### src/rtl/mdu_pkg.sv
package mdu_pkg;
  typedef enum logic [1:0] {RX_IDLE, RX_START, RX_BITS, RX_STOP} rx_state_e;
endpackage

### src/rtl/mdu_baud.sv
module mdu_baud #(
  parameter int CLK_DIV = 2
) (
  input  logic clk,
  input  logic rst_n,
  output logic tick
);
  localparam int CW = (CLK_DIV > 1) ? $clog2(CLK_DIV) : 1;
  logic [CW-1:0] cnt_q;

  assign tick = (cnt_q == CW'(CLK_DIV - 1));

  always_ff @(posedge clk or negedge rst_n) begin
    if (!rst_n) cnt_q <= '0;
    else if (tick) cnt_q <= '0;
    else cnt_q <= cnt_q + 1'b1;
  end
endmodule

### src/rtl/mdu_tx.sv
module mdu_tx #(
  parameter int DW       = 8,
  parameter int BIT_CLKS = 32
) (
  input  logic          clk,
  input  logic          rst_n,
  input  logic          multi,
  input  logic          wake_bit,
  input  logic [DW-1:0] data,
  input  logic          valid,
  output logic          ready,
  output logic          busy,
  output logic          line
);
  localparam int FW = DW + 3;
  localparam int CW = $clog2(BIT_CLKS);
  localparam int IW = $clog2(FW + 1);

  logic [FW-1:0] frame_q;
  logic [CW-1:0] cnt_q;
  logic [IW-1:0] idx_q, last_q;
  logic          busy_q;
  logic          take;

  assign take  = valid && !busy_q;
  assign ready = !busy_q;
  assign busy  = busy_q;
  assign line  = busy_q ? frame_q[idx_q] : 1'b1;

  always_ff @(posedge clk or negedge rst_n) begin
    if (!rst_n) begin
      frame_q <= '1;
      cnt_q   <= '0;
      idx_q   <= '0;
      last_q  <= '0;
      busy_q  <= 1'b0;
    end else if (take) begin
      frame_q <= {1'b1, (multi ? wake_bit : 1'b1), data, 1'b0};
      last_q  <= multi ? IW'(FW - 1) : IW'(FW - 2);
      cnt_q   <= '0;
      idx_q   <= '0;
      busy_q  <= 1'b1;
    end else if (busy_q) begin
      if (cnt_q == CW'(BIT_CLKS - 1)) begin
        cnt_q <= '0;
        if (idx_q == last_q) busy_q <= 1'b0;
        else idx_q <= idx_q + 1'b1;
      end else begin
        cnt_q <= cnt_q + 1'b1;
      end
    end
  end

  AST_START_LOW: assert property (@(posedge clk) disable iff (!rst_n)
    $rose(busy_q) |-> !line);
  AST_FRAME_STABLE: assert property (@(posedge clk) disable iff (!rst_n)
    (busy_q && $past(busy_q)) |-> $stable(frame_q));
endmodule

### src/rtl/mdu_rx.sv
module mdu_rx
  import mdu_pkg::*;
#(
  parameter int DW  = 8,
  parameter int OVS = 16
) (
  input  logic          clk,
  input  logic          rst_n,
  input  logic          tick,
  input  logic          rxd,
  input  logic          multi,
  output logic          done,
  output logic          bad_stop,
  output logic          frame_multi,
  output logic [DW-1:0] data,
  output logic          wb
);
  localparam int CW = $clog2(OVS);
  localparam int IW = $clog2(DW + 2);
  localparam logic [CW-1:0] HALF = CW'(OVS / 2 - 1);
  localparam logic [CW-1:0] LAST = CW'(OVS - 1);

  rx_state_e   st_q;
  logic [CW-1:0] cnt_q;
  logic [IW-1:0] idx_q;
  logic [DW:0]   sh_q;
  logic          armed_q, mq_q, done_q, bad_q;

  assign done        = done_q;
  assign bad_stop    = bad_q;
  assign frame_multi = mq_q;
  assign data        = mq_q ? sh_q[DW-1:0] : sh_q[DW:1];
  assign wb          = mq_q & sh_q[DW];

  always_ff @(posedge clk or negedge rst_n) begin
    if (!rst_n) begin
      st_q <= RX_IDLE; cnt_q <= '0; idx_q <= '0; sh_q <= '0;
      armed_q <= 1'b0; mq_q <= 1'b0; done_q <= 1'b0; bad_q <= 1'b0;
    end else begin
      done_q <= 1'b0;
      bad_q  <= 1'b0;
      if (tick) begin
        case (st_q)
          RX_IDLE: begin
            if (rxd) armed_q <= 1'b1;
            else if (armed_q) begin
              st_q <= RX_START; cnt_q <= '0; armed_q <= 1'b0; mq_q <= multi;
            end
          end
          RX_START: begin
            if (cnt_q == HALF) begin
              cnt_q <= '0; idx_q <= '0;
              st_q  <= rxd ? RX_IDLE : RX_BITS;
            end else cnt_q <= cnt_q + 1'b1;
          end
          RX_BITS: begin
            if (cnt_q == LAST) begin
              cnt_q <= '0;
              sh_q  <= {rxd, sh_q[DW:1]};
              if (idx_q == (mq_q ? IW'(DW) : IW'(DW - 1))) st_q <= RX_STOP;
              else idx_q <= idx_q + 1'b1;
            end else cnt_q <= cnt_q + 1'b1;
          end
          default: begin
            if (cnt_q == LAST) begin
              cnt_q <= '0; st_q <= RX_IDLE;
              if (rxd) done_q <= 1'b1;
              else bad_q <= 1'b1;
            end else cnt_q <= cnt_q + 1'b1;
          end
        endcase
      end
    end
  end
endmodule

### src/rtl/mdrop_uart.sv
module mdrop_uart #(
  parameter int CLK_DIV = 2,
  parameter int OVS     = 16
) (
  input  logic       clk,
  input  logic       rst_n,
  input  logic [1:0] cfg_mode,
  input  logic       cfg_tx_addr,
  input  logic       cfg_rx_wake,
  input  logic       cfg_open_drain,
  input  logic [7:0] tx_data,
  input  logic       tx_valid,
  output logic       tx_ready,
  output logic       tx_busy,
  output logic       txd_o,
  output logic       txd_oe,
  input  logic       rxd_i,
  output logic [7:0] rx_data,
  output logic       rx_addr,
  output logic       rx_valid,
  input  logic       rx_ready,
  output logic       rx_irq,
  output logic       rx_overrun,
  output logic       rx_frame_err
);
  localparam int DW       = 8;
  localparam int BIT_CLKS = CLK_DIV * OVS;

  logic          multi, tick, line;
  logic [1:0]    sync_q;
  logic          fr_done, fr_bad, fr_multi, fr_wb, deliver;
  logic [DW-1:0] fr_data;

  assign multi = (cfg_mode == 2'b10) || (cfg_mode == 2'b11);

  always_ff @(posedge clk or negedge rst_n) begin
    if (!rst_n) sync_q <= 2'b11;
    else sync_q <= {sync_q[0], rxd_i};
  end

  mdu_baud #(.CLK_DIV(CLK_DIV)) u_baud (.clk(clk), .rst_n(rst_n), .tick(tick));

  mdu_tx #(.DW(DW), .BIT_CLKS(BIT_CLKS)) u_tx (
    .clk(clk), .rst_n(rst_n), .multi(multi), .wake_bit(cfg_tx_addr),
    .data(tx_data), .valid(tx_valid), .ready(tx_ready), .busy(tx_busy), .line(line)
  );

  mdu_rx #(.DW(DW), .OVS(OVS)) u_rx (
    .clk(clk), .rst_n(rst_n), .tick(tick), .rxd(sync_q[1]), .multi(multi),
    .done(fr_done), .bad_stop(fr_bad), .frame_multi(fr_multi), .data(fr_data), .wb(fr_wb)
  );

  assign txd_o  = cfg_open_drain ? 1'b0 : line;
  assign txd_oe = cfg_open_drain ? !line : 1'b1;

  assign deliver = fr_done && !(fr_multi && cfg_rx_wake && !fr_wb);

  always_ff @(posedge clk or negedge rst_n) begin
    if (!rst_n) begin
      rx_data <= '0; rx_addr <= 1'b0; rx_valid <= 1'b0;
      rx_overrun <= 1'b0; rx_frame_err <= 1'b0;
    end else begin
      if (deliver) begin
        rx_data  <= fr_data;
        rx_addr  <= fr_wb;
        rx_valid <= 1'b1;
      end else if (rx_ready) begin
        rx_valid <= 1'b0;
      end
      if (deliver && rx_valid && !rx_ready) rx_overrun <= 1'b1;
      else if (rx_ready) rx_overrun <= 1'b0;
      if (fr_bad) rx_frame_err <= 1'b1;
      else if (rx_ready) rx_frame_err <= 1'b0;
    end
  end

  assign rx_irq = rx_valid;

  AST_OD_NO_HIGH: assert property (@(posedge clk) disable iff (!rst_n)
    (cfg_open_drain && txd_oe) |-> !txd_o);
  AST_WAKE_FILTER: assert property (@(posedge clk) disable iff (!rst_n)
    ($rose(rx_valid) && $past(fr_multi && cfg_rx_wake)) |-> rx_addr);
  AST_OVR_NEEDS_HELD: assert property (@(posedge clk) disable iff (!rst_n)
    $rose(rx_overrun) |-> $past(rx_valid));
  AST_VALID_HOLD: assert property (@(posedge clk) disable iff (!rst_n)
    (rx_valid && !rx_ready) |=> rx_valid);
endmodule

### config.mk
export PLATFORM = sky130hd
export DESIGN_NAME = mdrop_uart
export DESIGN_NICKNAME = d
export VERILOG_FILES = /design/src/rtl/mdu_pkg.sv /design/src/rtl/mdu_baud.sv /design/src/rtl/mdu_tx.sv /design/src/rtl/mdu_rx.sv /design/src/rtl/mdrop_uart.sv
export SDC_FILE = /design/constraint.sdc
export NUM_CORES = 1
export LEC_CHECK = 0
export BUFFER_PORTS_ARGS = -buffer_cell sky130_fd_sc_hd__buf_4
export CORE_MARGIN = 1.5
export CORE_UTILIZATION = 31
export DETAILED_ROUTE_END_ITERATION = 8
export GPL_ROUTABILITY_DRIVEN = 0
export PLACE_DENSITY = 0.48
export REMOVE_ABC_BUFFERS = 1
export SLEW_MARGIN = 0
export SYNTH_ARGS = -nofsm -noshare
export SYNTH_HDL_FRONTEND = slang
export SYNTH_HIERARCHICAL = 1
export SYNTH_SLANG_ARGS = --single-unit
### constraint.sdc
create_clock -name clk -period 3.4 [get_ports clk]
set_input_delay 0.68 -clock clk [delete_from_list [all_inputs] [get_ports clk]]
set_output_delay 0.68 -clock clk [all_outputs]
set_load 0.02 [all_outputs]
== Word level (Yosys, flattened, before mapping) ==
Index checks and enable logic that the tools add are counted.

* Multiply operators: 0
* $add $sub $neg: 5
* Bitwise gates (word level): 2
* Mux-type cells: 50
* Shift operators: 0
* Equality and inequality tests: 16
* Reductions and logical operators: 28
* Magnitude comparators: 1
* Divide/modulo/power cells: 0

{| class="wikitable"
|+ Operators with widths
! kind !! count
|-
| two-way mux 4 bit || 12
|-
| two-way mux 1 bit || 22
|-
| two-way mux 2 bit || 8
|-
| case mux 4 bit (2 select lines) || 2
|-
| two-way mux 5 bit || 3
|-
| adder 4 x 1 -> 4 bit, second input constant || 3
|-
| nonzero test 2 bit || 6
|-
| inequality test 2 x 1 -> 1 bit, second input constant || 5
|-
| AND reduction 3 bit || 3
|-
| equality test 4 bit || 2
|-
| two-way mux 8 bit || 1
|-
| AND reduction 7 bit || 1
|-
| equality test 2 bit, second input constant || 3
|-
| logical AND 1 bit || 6
|-
| case mux 2 bit (3 select lines) || 1
|-
| adder 5 x 1 -> 5 bit, second input constant || 1
|-
| equality test 5 bit, second input constant || 1
|-
| logical NOT 1 bit || 5
|-
| < comparator 4 x 5 -> 1 bit, second input constant || 1
|-
| AND reduction 5 bit || 1
|-
| binary-select mux 1 bit (select 4 bit) || 1
|-
| equality test 4 x 3 -> 1 bit, second input constant || 1
|-
| equality test 4 bit, second input constant || 1
|-
| inequality test 2 bit, second input constant || 2
|-
| other kinds (10) || 10
|}

* Memory bits (read-only): 0
* Memories kept: 0
* RAM bits: 0
* Output and inout bits: 17
* Bits of input ports: 18
* Register bits: 62
* Bits in latches: 0
* Word-level logic and storage cells: 122

== Longest topological paths before layout ==
Gate-level depths: netlist of run 1.

* Depth in word-level cells: 8
* Depth in mapped cells: 6
* Depth with buffers taken out: 6

== Modules after synthesis ==
The synthesis of run 1 kept the hierarchy.

{| class="wikitable"
|+ By module, submodules not included
! module !! cells each !! area each (µm²) !! times used !! sequential area each (µm²)
|-
| mdu_rx || 108 || 1280.0 || 1 || 575.6
|-
| mdu_tx || 117 || 1176.1 || 1 || 588.1
|-
| mdrop_uart || 65 || 732.0 || 1 || 352.8
|-
| mdu_baud || 2 || 28.8 || 1 || 25.0
|}

== Worst setup path after synthesis of run 1 ==
OpenSTA, ideal clock, no wires.

* Path type: reg-to-output
* Start: reg u_tx.idx_q[0]
* End: out txd_o
* Path slack: 1187 ps
* Data required time: 2720 ps
* Cell stages (with the launch flop): 6
* Buffers on the path: 1
* Arrival time: 1533 ps
* Cells stage by stage: dfrtp_1 > buf_6 > mux4_2 > nor2_1 > o311ai_1 > nor2b_1

* Word-level cells in the longest chain between the ends: 4

{| class="wikitable"
|+ RTL lines
! item !! RTL line !! source
|-
| from (decl) || mdu_tx.sv:21 || <nowiki>logic [IW-1:0] idx_q, last_q;</nowiki>
|-
| from (signal assigned) || mdu_tx.sv:47 || <nowiki>else idx_q <= idx_q + 1'b1;</nowiki>
|-
| binary-select mux 1 bit (select 4 bit) || mdu_tx.sv:28 || <nowiki>assign line = busy_q ? frame_q[idx_q] : 1'b1;</nowiki>
|-
| two-way mux 1 bit (implied by the code) || mdu_tx.sv:28 ||
|-
| two-way mux 1 bit || mdu_tx.sv:28 ||
|-
| via line || mdrop_uart.sv:29 || <nowiki>logic multi, tick, line;</nowiki>
|-
| two-way mux 1 bit || mdrop_uart.sv:53 || <nowiki>assign txd_o = cfg_open_drain ? 1'b0 : line;</nowiki>
|-
| to (decl) || mdrop_uart.sv:15 || <nowiki>output logic txd_o,</nowiki>
|}

The timed path passes the listed nets, and every way through them passes these cells. The select of a mux whose other input is x is not followed.

== Worst setup path after layout of run 1 ==
Same ends and word-level chain as after synthesis.

==> flow_summary.yaml, run 1 <==
status:
  status: "finished with violations"
  violations: "design-rule violations"
critical_path:
  r2r_end: "u_rx/st_q[0]$_DFFE_PN0P_"
  crit_path_end_kind: "output port"
  r2r_start: "u_rx/cnt_q[0]$_DFFE_PN0P_"
  r2r_cells: 5
  cp_data_arrival_time_ps: 2030
  critical_path_class: "register to output port"
  cp_max_fo: 11
  ff2ff_setup_slack_ps: 1670
  crit_required_ps: 2720
  cp-start-kind: "register"
clocking:
  ctsResizeCount: 0
  holdBufCountCts: 0
  ctsRootBufferMaster: "clkbuf_8"
  htree_levels: 3
  postCtsSetupRepairBufs: 0
  clock_latency_ps: 330
  cts_sinks: 61
  cts_buffer_depth: 2
  cts_made_buffers: 9
  cts_tree: "built"
  clk_pin_slew_worst_paths_ps: 70
routing:
  detail_route.vias_per_cell: 4.71
  drt-initial-drc-count: 89
  first_pass_iters: 6
  vias: 2176
  drc: 2
  ant_nets: 0
  routed_wl_um: 6030
  drt-wirelength-per-cell_um: 13.0
synthesis:
  ys_ff_latch: 61
  synth_commonest_cells: "54 x nand2_1, 49 x dfrtp_1, 20 x mux2_2"
  synth-async-reset-ratio_pct: 100
  yosysSeqAreaShare_pct: 47.9
  synth_top_area_cell: "dfrtp_1"
  syn_area_per_cell_um2: 11.0
  ys.flop_type: "dfrtp_1"
  synthCells: 292
  yosys-top-cells-area: "dfrtp_1 38%, dfstp_2 9.8%, mux2_2 7.0%"
  synth_top_area_share_pct: 38.1
  ys_types: 59
  yosysWarnings: 6
  synth_edf_count: 0
  synth_area_um2: 3220
  synth.most_common_cell: "nand2_1"
power_and_ir_drop:
  p_per_area_nw_per_um2: 692
  ir_worst_vdd_mv: 0.244
  leakage_uw: 0.00171
global_routing:
  grtUsageMet1_pct: 16.2
  met2_usage_pct: 19.0
  grt-ovfl-total: 0
  grt_pass1_vias: 2204
  antenna_found_initial: 0
  grt_pass1_wl_um: 10700
  grt.busiest_layer: "met2"
  globalRouteTotalUtil_pct: 12.1
  grt_use_met3_pct: 2.93
  grt_max_degree: 62
placed_design:
  placed_cell_area_um2: 3520
  place_ws_ps: 1020
  io_buffers: 33
  dp_hpwl_um: 4030
floorplanning:
  die_x_um: 105
  die_y_um: 105
  io_pins: 35
  die_area_um2: 11000
  initial_core_util_pct: 31.6
  rows: 37
  coreArea_um2: 10200
sta:
  fin_tns_setup_ps: 0
  skew_ps: 11.1
  hold_viol: 0
  finalCritPeriodShare_pct: 79.8
  finalSetupViolCount: 0
  worstMarginPinSlew_ps: 933
  period_needed_ps: 2710
  finalWorstSetupSlack_ps: 687
  fmax_mhz: 369
  slew-limit-headroom_pct: 37.7
  slew_viol_final: 0
  rsz0062_at_grt: "no"
cells_and_area:
  drive_above_1_share_pct: 33.4
  multi_input_area_um2: 1510
  fin_area_um2: 3720
  nets: 344
  regArea_um2: 1540
  area_growth_pct: 15.8
  antennaDiodeCount: 0
  fillerInstances: 1021
hold_path:
  holdPathEnd: "sync_q[1]$_DFF_PN1_"
  hp-class: "register to register"
  min_from: "sync_q[0]$_DFF_PN1_"
  min_path_cells: 0
run:
  drv_cap: 0
cell families (layout without fill, tap and decap cells):
kind of cell	count (synthesis)	after routing	share of synthesized area [%]
simple gates	120	120	20.4
flops	61	61	47.9
compound gates	45	45	12.5
mux	28	28	10.2
buf+inv	28	62	5.13
fa+ha+maj	5	5	1.94
xor+xnor	5	5	1.95
worst max-delay path, cell delays in order (launching register included):
cell and delay, ps:
dfrtp_1 580, mux4_2 570, nor2_1 110, o311ai_1 140, nor2b_1 170, buf_4 150
worst max-delay path by stage:
stage | endpoint | start | slack [ps]
after detailed placement | txd_o | u_tx/idx_q[0]$_DFFE_PN0P_ | 1020
final | txd_o | u_tx/idx_q[0]$_DFFE_PN0P_ | 690
after global placement | txd_o | u_tx/idx_q[0]$_DFFE_PN0P_ | 1020
after CTS | txd_o | u_tx/idx_q[0]$_DFFE_PN0P_ | 630
after global routing | txd_o | u_tx/idx_q[0]$_DFFE_PN0P_ | 520
after floorplan | txd_o | u_tx/idx_q[0]$_DFFE_PN0P_ | 1180
metal layers:
layer | wire length, µm | vias up
li1 | - | 1084
met1 | 3060 | 1064
met2 | 2760 | 23
met3 | 139 | 5
met4 | 75 | 0
met5 | 0 | -
layout by cell type (no fill, tap or decap), types with 2 or more instances in the layout:
master	count
buf_4	34
and2_1	3
and2b_4	2
mux2_4	2
nand3_1	5
mux2i_1	5
clkinv_2	2
o211ai_2	8
xor2_1	3
dfstp_2	12
a21oi_1	4
o21ai_0	9
o21ai_1	2
or3_1	3
a2bb2oi_2	2
nand2_1	54
ha_1	5
nand4b_1	9
nor2_1	9
or2_2	2
inv_1	11
nor2b_1	5
nand2b_1	13
clkbuf_8	11
and3_4	2
and3_1	3
a21o_1	3
o311ai_1	2
a22o_1	2
dfrtp_1	49
mux2_2	20
through the flow:
stage | total power (µW) | instances | hold slack, ps | utilization [%]
final | 2580 | 462 | 361 | 36.6
after global routing | 2770 | 462 | 363 | 36.6
after CTS | 2620 | 462 | 364 | 36.6
after detailed placement | 1940 | 446 | 347 | 34.6
after global placement | 1930 | 446 | 346 | 34.6
after floorplan | 1730 | 276 | 345 | -
final cells by class:
| type | count | area share, % |
|---|---|---|
| sequential | 61 | 41.4 |
| multi-input combinational | 203 | 40.5 |
| timing repair buffer | 34 | 6.85 |
| tap | 136 | 4.57 |
| clock buffer | 12 | 4.17 |
| clock inverter | 4 | 1.28 |
| inverter | 12 | 1.21 |
state kept, by name (all words and copies together) (netlist names), 2 cells and up:
| register | cells |
|---|---|
| u_tx/frame_q | 10 |
| u_rx/sh_q | 9 |
| rx_data | 8 |
| u_tx/cnt_q | 5 |
| u_rx/cnt_q | 4 |
| u_rx/idx_q | 4 |
| u_tx/idx_q | 4 |
| u_tx/last_q | 3 |
| sync_q | 2 |
| u_rx/st_q | 2 |
power breakdown:
part	switching (µW)	internal (µW)	total [µW]
sequential	203	934	1140
combinational	393	393	786
clock	278	376	654
Note: power is estimated with default switching activity, not from simulation.
==> run 2: changes to the inputs <==
--- a/config.mk
+++ b/config.mk
@@ -10,7 +10,7 @@
 export CORE_UTILIZATION = 31
 export DETAILED_ROUTE_END_ITERATION = 8
 export GPL_ROUTABILITY_DRIVEN = 0
-export PLACE_DENSITY = 0.48
+export PLACE_DENSITY = 0.49
 export REMOVE_ABC_BUFFERS = 1
 export SLEW_MARGIN = 0
 export SYNTH_ARGS = -nofsm -noshare
==> constraint.sdc (replaced) <==
create_clock -name clk -period 2.29 [get_ports clk]
set_input_delay 0.458 -clock clk [delete_from_list [all_inputs] [get_ports clk]]
set_output_delay 0.458 -clock clk [all_outputs]
set_load 0.02 [all_outputs]
==> run 2 against run 1 <==
The flow now finishes without violations. Cell count is 0.65% higher. Power is 53% higher. First-iteration DRC count shrank 22%. Worst setup slack worse by 610 ps. Routed wire length is 5.4% higher. Non-clock buffer count grew 3. Sequential cell count is the same. Clock skew is 3.0 ps lower. Final area increased by 1.6%.
==> flow_summary.yaml, run 2 (synthesis results as in run 1) <==
floorplanning:
  initial_core_util_pct: 31.6
  io_pins: 35
  rows: 37
  coreArea_um2: 10200
  die_y_um: 105
  die_x_um: 105
  die_area_um2: 11000
global_routing:
  globalRouteTotalUtil_pct: 12.4
  grt-ovfl-total: 0
  grt_pass1_vias: 2213
  antenna_found_initial: 0
  grt_pass1_wl_um: 10800
  grt_max_degree: 62
sta:
  slew-limit-headroom_pct: 46.9
  finalSetupViolCount: 0
  slew_viol_final: 0
  rsz0062_at_grt: "yes"
  fmax_mhz: 452
  skew_ps: 8.07
  hold_viol: 0
  period_needed_ps: 2210
  finalHoldWorstSlack_ps: 211
  finalCritPeriodShare_pct: 96.7
  worstMarginPinSlew_ps: 796
critical_path:
  slowest_stage: "dfrtp_2"
  cp_data_arrival_time_ps: 1760
  cp_slowest_stage_delay_ps: 500
  crit_required_ps: 1830
  cp_max_fo: 9
  path_buf_inv: 1
  critical_path_class: "register to output port"
  crit_path_end_kind: "output port"
  cp-start-kind: "register"
  path_cells: "or3_1, o2111ai_1, o311ai_2, nor2b_4, buf_6"
  cpLargestDelayFamily: "simple AND/OR/NAND/NOR gates"
clocking:
  cts_buffer_depth: 2
  cts_made_buffers: 9
  cts_sinks: 61
  cts_tree: "built"
  clock_latency_ps: 330
  clk_pin_slew_worst_paths_ps: 70
  holdBufCountCts: 0
  ctsRootBufferMaster: "clkbuf_8"
  htree_levels: 3
placed_design:
  io_buffers: 33
  dp_hpwl_um: 4240
routing:
  vias: 2177
  detail_route.vias_per_cell: 4.68
  ant_nets: 0
  routed_wl_um: 6360
  first_pass_iters: 4
  drc: 0
  drt-wirelength-per-cell_um: 13.7
  drt-initial-drc-count: 69
cells_and_area:
  largest_reg_flops: 10
  largest_registers: "u_tx/frame_q (10), u_rx/sh_q (9), rx_data (8)"
  antennaDiodeCount: 0
  nets: 347
  multi_input_area_um2: 1530
  area_growth_pct: 17.7
  largest-register: "u_tx/frame_q"
  layout_common_cells: "54 x nand2_1, 47 x dfrtp_1, 36 x buf_4"
  drive_above_1_share_pct: 36.2
  fillerInstances: 1023
  final_common_cell: "nand2_1"
  regArea_um2: 1540
power_and_ir_drop:
  power_uw: 3950
  p_per_area_nw_per_um2: 1040
  ir_worst_vdd_mv: 0.356
  leakage_uw: 0.00174
run:
  drv_cap: 0
status:
  status: "completed"
hold_path:
  hp-class: "input port to asynchronous set/reset pin"
==> run 2: changes by cell type in the layout (fill, tap and decap cells not counted), sizes merged <==
cell,change
buf,+3
clkinvlp,-1
clkinv,+1
==> run 2: layout make-up <==
class / instances / area share, %
clock buffer: 12 / 4.36
sequential: 61 / 40.8
inverter: 12 / 1.19
timing repair buffer: 37 / 7.44
clock inverter: 4 / 1.19
multi-input combinational: 203 / 40.5
tap: 136 / 4.50
==> run 2: path summary, 6_finish.rpt <==
kind / startpoint / end / slack (ps) / depth (start not counted)
hold reg to reg: sync_q[0]$_DFF_PN1_ / sync_q[1]$_DFF_PN1_ / 350 / 0
hold / removal: rst_n / u_tx/cnt_q[3]$_DFFE_PN0P_ / 210 / 1
min in group clk: rxd_i / sync_q[0]$_DFF_PN1_ / 240 / 1
max in group asynchronous: rst_n / u_tx/idx_q[1]$_DFFE_PN0P_ / 1510 / 1
setup reg to reg: u_rx/cnt_q[0]$_DFFE_PN0P_ / u_rx/st_q[0]$_DFFE_PN0P_ / 620 / 5
setup / recovery: u_tx/idx_q[1]$_DFFE_PN0P_ / txd_o / 80 / 5
==> run 2: worst register-to-register path, cell delays in order, from the launching register on <==
cell       delay, ps
dfrtp_1          400
ha_1             230
and3_4           240
a2bb2oi_2        210
nor2b_4          180
mux2_4           300
==> run 2: routing by layer <==
layer	up-vias	routed length, µm	global-route usage, %	share of wire [%]
met3	5	202	3.87	3.2
met1	1058	3130	15.9	49
met5	-	0	0	0
met2	27	2940	19.4	46
met4	0	83	4.89	1.3
li1	1087	-	-	-
==> run 2: stage by stage <==
step | util, % | setup WS [ps] | TNS (ps) | instance area (µm²) | std cells
floorplan | - | 289 | 0 | 3100 | 276
CTS | 37.1 | -1.41 | -1.41 | 3770 | 465
global route | 37.2 | -38.3 | -38.3 | 3780 | 465
detailed placement | 34.7 | 267 | 0 | 3540 | 448
global placement | 34.7 | 281 | 0 | 3540 | 448
finish | 37.2 | 75.3 | 0 | 3780 | 465
==> run 2: report_power, final <==
| part | switching [µW] | internal (µW) |
|---|---|---|
| registers | 295 | 1390 |
| logic | 615 | 640 |
| clock network | 424 | 587 |
| total | 1330 | 2620 |
==> run 2: repair_timing <==
action | CTS | global route
pin swaps | 2 | 2
gates cloned | 0 | 0
buffers inserted | 1 | 0
endpoints found under the hold margin | 0 | 0
resized for setup | 6 | 3
setup endpoints to repair | 2 | 1
==> run 3: changes to the inputs <==
--- a/config.mk
+++ b/config.mk
@@ -6,6 +6,7 @@
 export NUM_CORES = 1
 export LEC_CHECK = 0
 export BUFFER_PORTS_ARGS = -buffer_cell sky130_fd_sc_hd__buf_4
+export CORE_ASPECT_RATIO = 0.8
 export CORE_MARGIN = 1.5
 export CORE_UTILIZATION = 31
 export DETAILED_ROUTE_END_ITERATION = 8
==> run 3 against run 2 <==
Final area is 4.4% higher. Critical endpoint unchanged. Clock power up 56%. Global-route usage down 0.094 points.
==> flow_summary.yaml, run 3 (synthesis results as in run 1) <==
routing:
  detail_route.vias_per_cell: 4.61
  drc: 0
  first_pass_iters: 4
  ant_nets: 0
  routed_wl_um: 6160
  vias: 2176
  drt-wirelength-per-cell_um: 13.1
  drt-initial-drc-count: 108
sta:
  skew_ps: 7.10
  finalHoldWorstSlack_ps: 220
  finalWorstSetupSlack_ps: 9.27
  finalCritPeriodShare_pct: 99.6
  finalSetupViolCount: 0
  slew_viol_final: 0
  rsz0062_at_grt: "yes"
  worstMarginPinSlew_ps: 783
  slew-limit-headroom_pct: 47.8
  period_needed_ps: 2280
  fmax_mhz: 438
  hold_viol: 0
cells_and_area:
  area_growth_pct: 22.8
  regArea_um2: 1540
  fin_util_pct: 38.9
  fillerInstances: 1009
  layout_common_cells: "54 x nand2_1, 47 x dfrtp_1, 39 x buf_4"
  antennaDiodeCount: 0
  final_common_cell: "nand2_1"
  largest_registers: "u_tx/frame_q (10), u_rx/sh_q (9), rx_data (8)"
  drive_above_1_share_pct: 36.7
  largest_reg_flops: 10
  fin_area_um2: 3950
  multi_input_area_um2: 1530
  nets: 350
  largest-register: "u_tx/frame_q"
clocking:
  cts_made_buffers: 9
  cts_sinks: 61
  clock_latency_ps: 330
  htree_levels: 3
  ctsRootBufferMaster: "clkbuf_16"
  clk_pin_slew_worst_paths_ps: 60
  cts_buffer_depth: 2
  cts_tree: "built"
critical_path:
  r2r_cells: 5
  ff2ff_setup_slack_ps: 600
  critical_path_class: "register to output port"
  crit_path_end_kind: "output port"
  cp_data_arrival_time_ps: 1820
  crit_required_ps: 1830
  cp-start-kind: "register"
  cp_max_fo: 5
global_routing:
  globalRouteTotalUtil_pct: 12.3
  grt_max_degree: 62
  grt_pass1_wl_um: 10300
  antenna_found_initial: 0
  grt-ovfl-total: 0
  grt_pass1_vias: 2048
floorplanning:
  coreArea_um2: 10200
  initial_core_util_pct: 31.7
  rows: 33
  die_area_um2: 11000
  die_y_um: 94.1
  die_x_um: 117
  io_pins: 35
status:
  status: "completed"
power_and_ir_drop:
  p_per_area_nw_per_um2: 1150
  ir_worst_vdd_mv: 0.346
  leakage_uw: 0.00180
  power_uw: 4550
placed_design:
  io_buffers: 33
  placed_cell_area_um2: 3560
  place_ws_ps: 298
  dp_hpwl_um: 4020
run:
  drv_cap: 0
hold_path:
  hp-class: "input port to asynchronous set/reset pin"
[run 3: changes by cell type in the layout (fill, tap and decap cells not counted), sizes merged]
cell / before / now
buf: 37 / 40
bufinv: 1 / 3
clkbuf: 12 / 10
clkinv: 3 / 1
clkinvlp: 0 / 2
[run 3: worst paths after layout]
| check | startpoint | to |
|---|---|---|
| worst max register to register | u_rx/cnt_q[0]$_DFFE_PN0P_ | u_rx/st_q[0]$_DFFE_PN0P_ |
| worst max-delay path | u_tx/idx_q[0]$_DFFE_PN0P_ | txd_o |
| max in group asynchronous | rst_n | u_tx/idx_q[0]$_DFFE_PN0P_ |
| worst min register to register | sync_q[0]$_DFF_PN1_ | sync_q[1]$_DFF_PN1_ |
| min in group clk | rxd_i | sync_q[0]$_DFF_PN1_ |
| worst min-delay path | rst_n | u_tx/idx_q[1]$_DFFE_PN0P_ |
[run 3: critical path, stage by stage (launching register included)]
cell	delay [ps]
dfrtp_2	420
mux4_2	530
nor2_2	110
o311ai_2	130
nor2b_1	160
buf_4	150
[run 3: through the flow]
| stage | cells | setup TNS (ps) |
|---|---|---|
| after global routing | 472 | -53.6 |
| final | 472 | 0 |
| after CTS | 472 | -0.941 |
| after floorplan | 276 | 0 |
| after detailed placement | 454 | 0 |
| after global placement | 454 | 0 |
[run 3: where the power goes]
part / internal (µW) / switching (µW)
sequential: 1390 / 278
clock: 1090 / 491
combinational: 650 / 645
[run 3: what timing repair did]
action | CTS | global route
hold buffers | 0 | 0
buffers inserted | 2 | 0
setup endpoints to repair | 1 | 1
gates resized for setup | 7 | 1
[run 3: layer usage]
| layer | routed length, µm | up-vias | global-route usage, % |
|---|---|---|---|
| met5 | 0 | - | 0 |
| met4 | 53 | 0 | 3.31 |
| met3 | 211 | 5 | 4.52 |
| met2 | 2830 | 26 | 18.4 |
| met1 | 3070 | 1054 | 16.8 |
| li1 | - | 1091 | - |
[run 3: cell type report]
type                       instances  share of cell area, %
clock inverter                     6                   2.79
clock buffer                      10                   6.05
sequential                        61                   39.1
inverter                          12                   1.14
tap                              140                   4.43
timing repair buffer              40                   7.70
multi-input combinational        203                   38.8
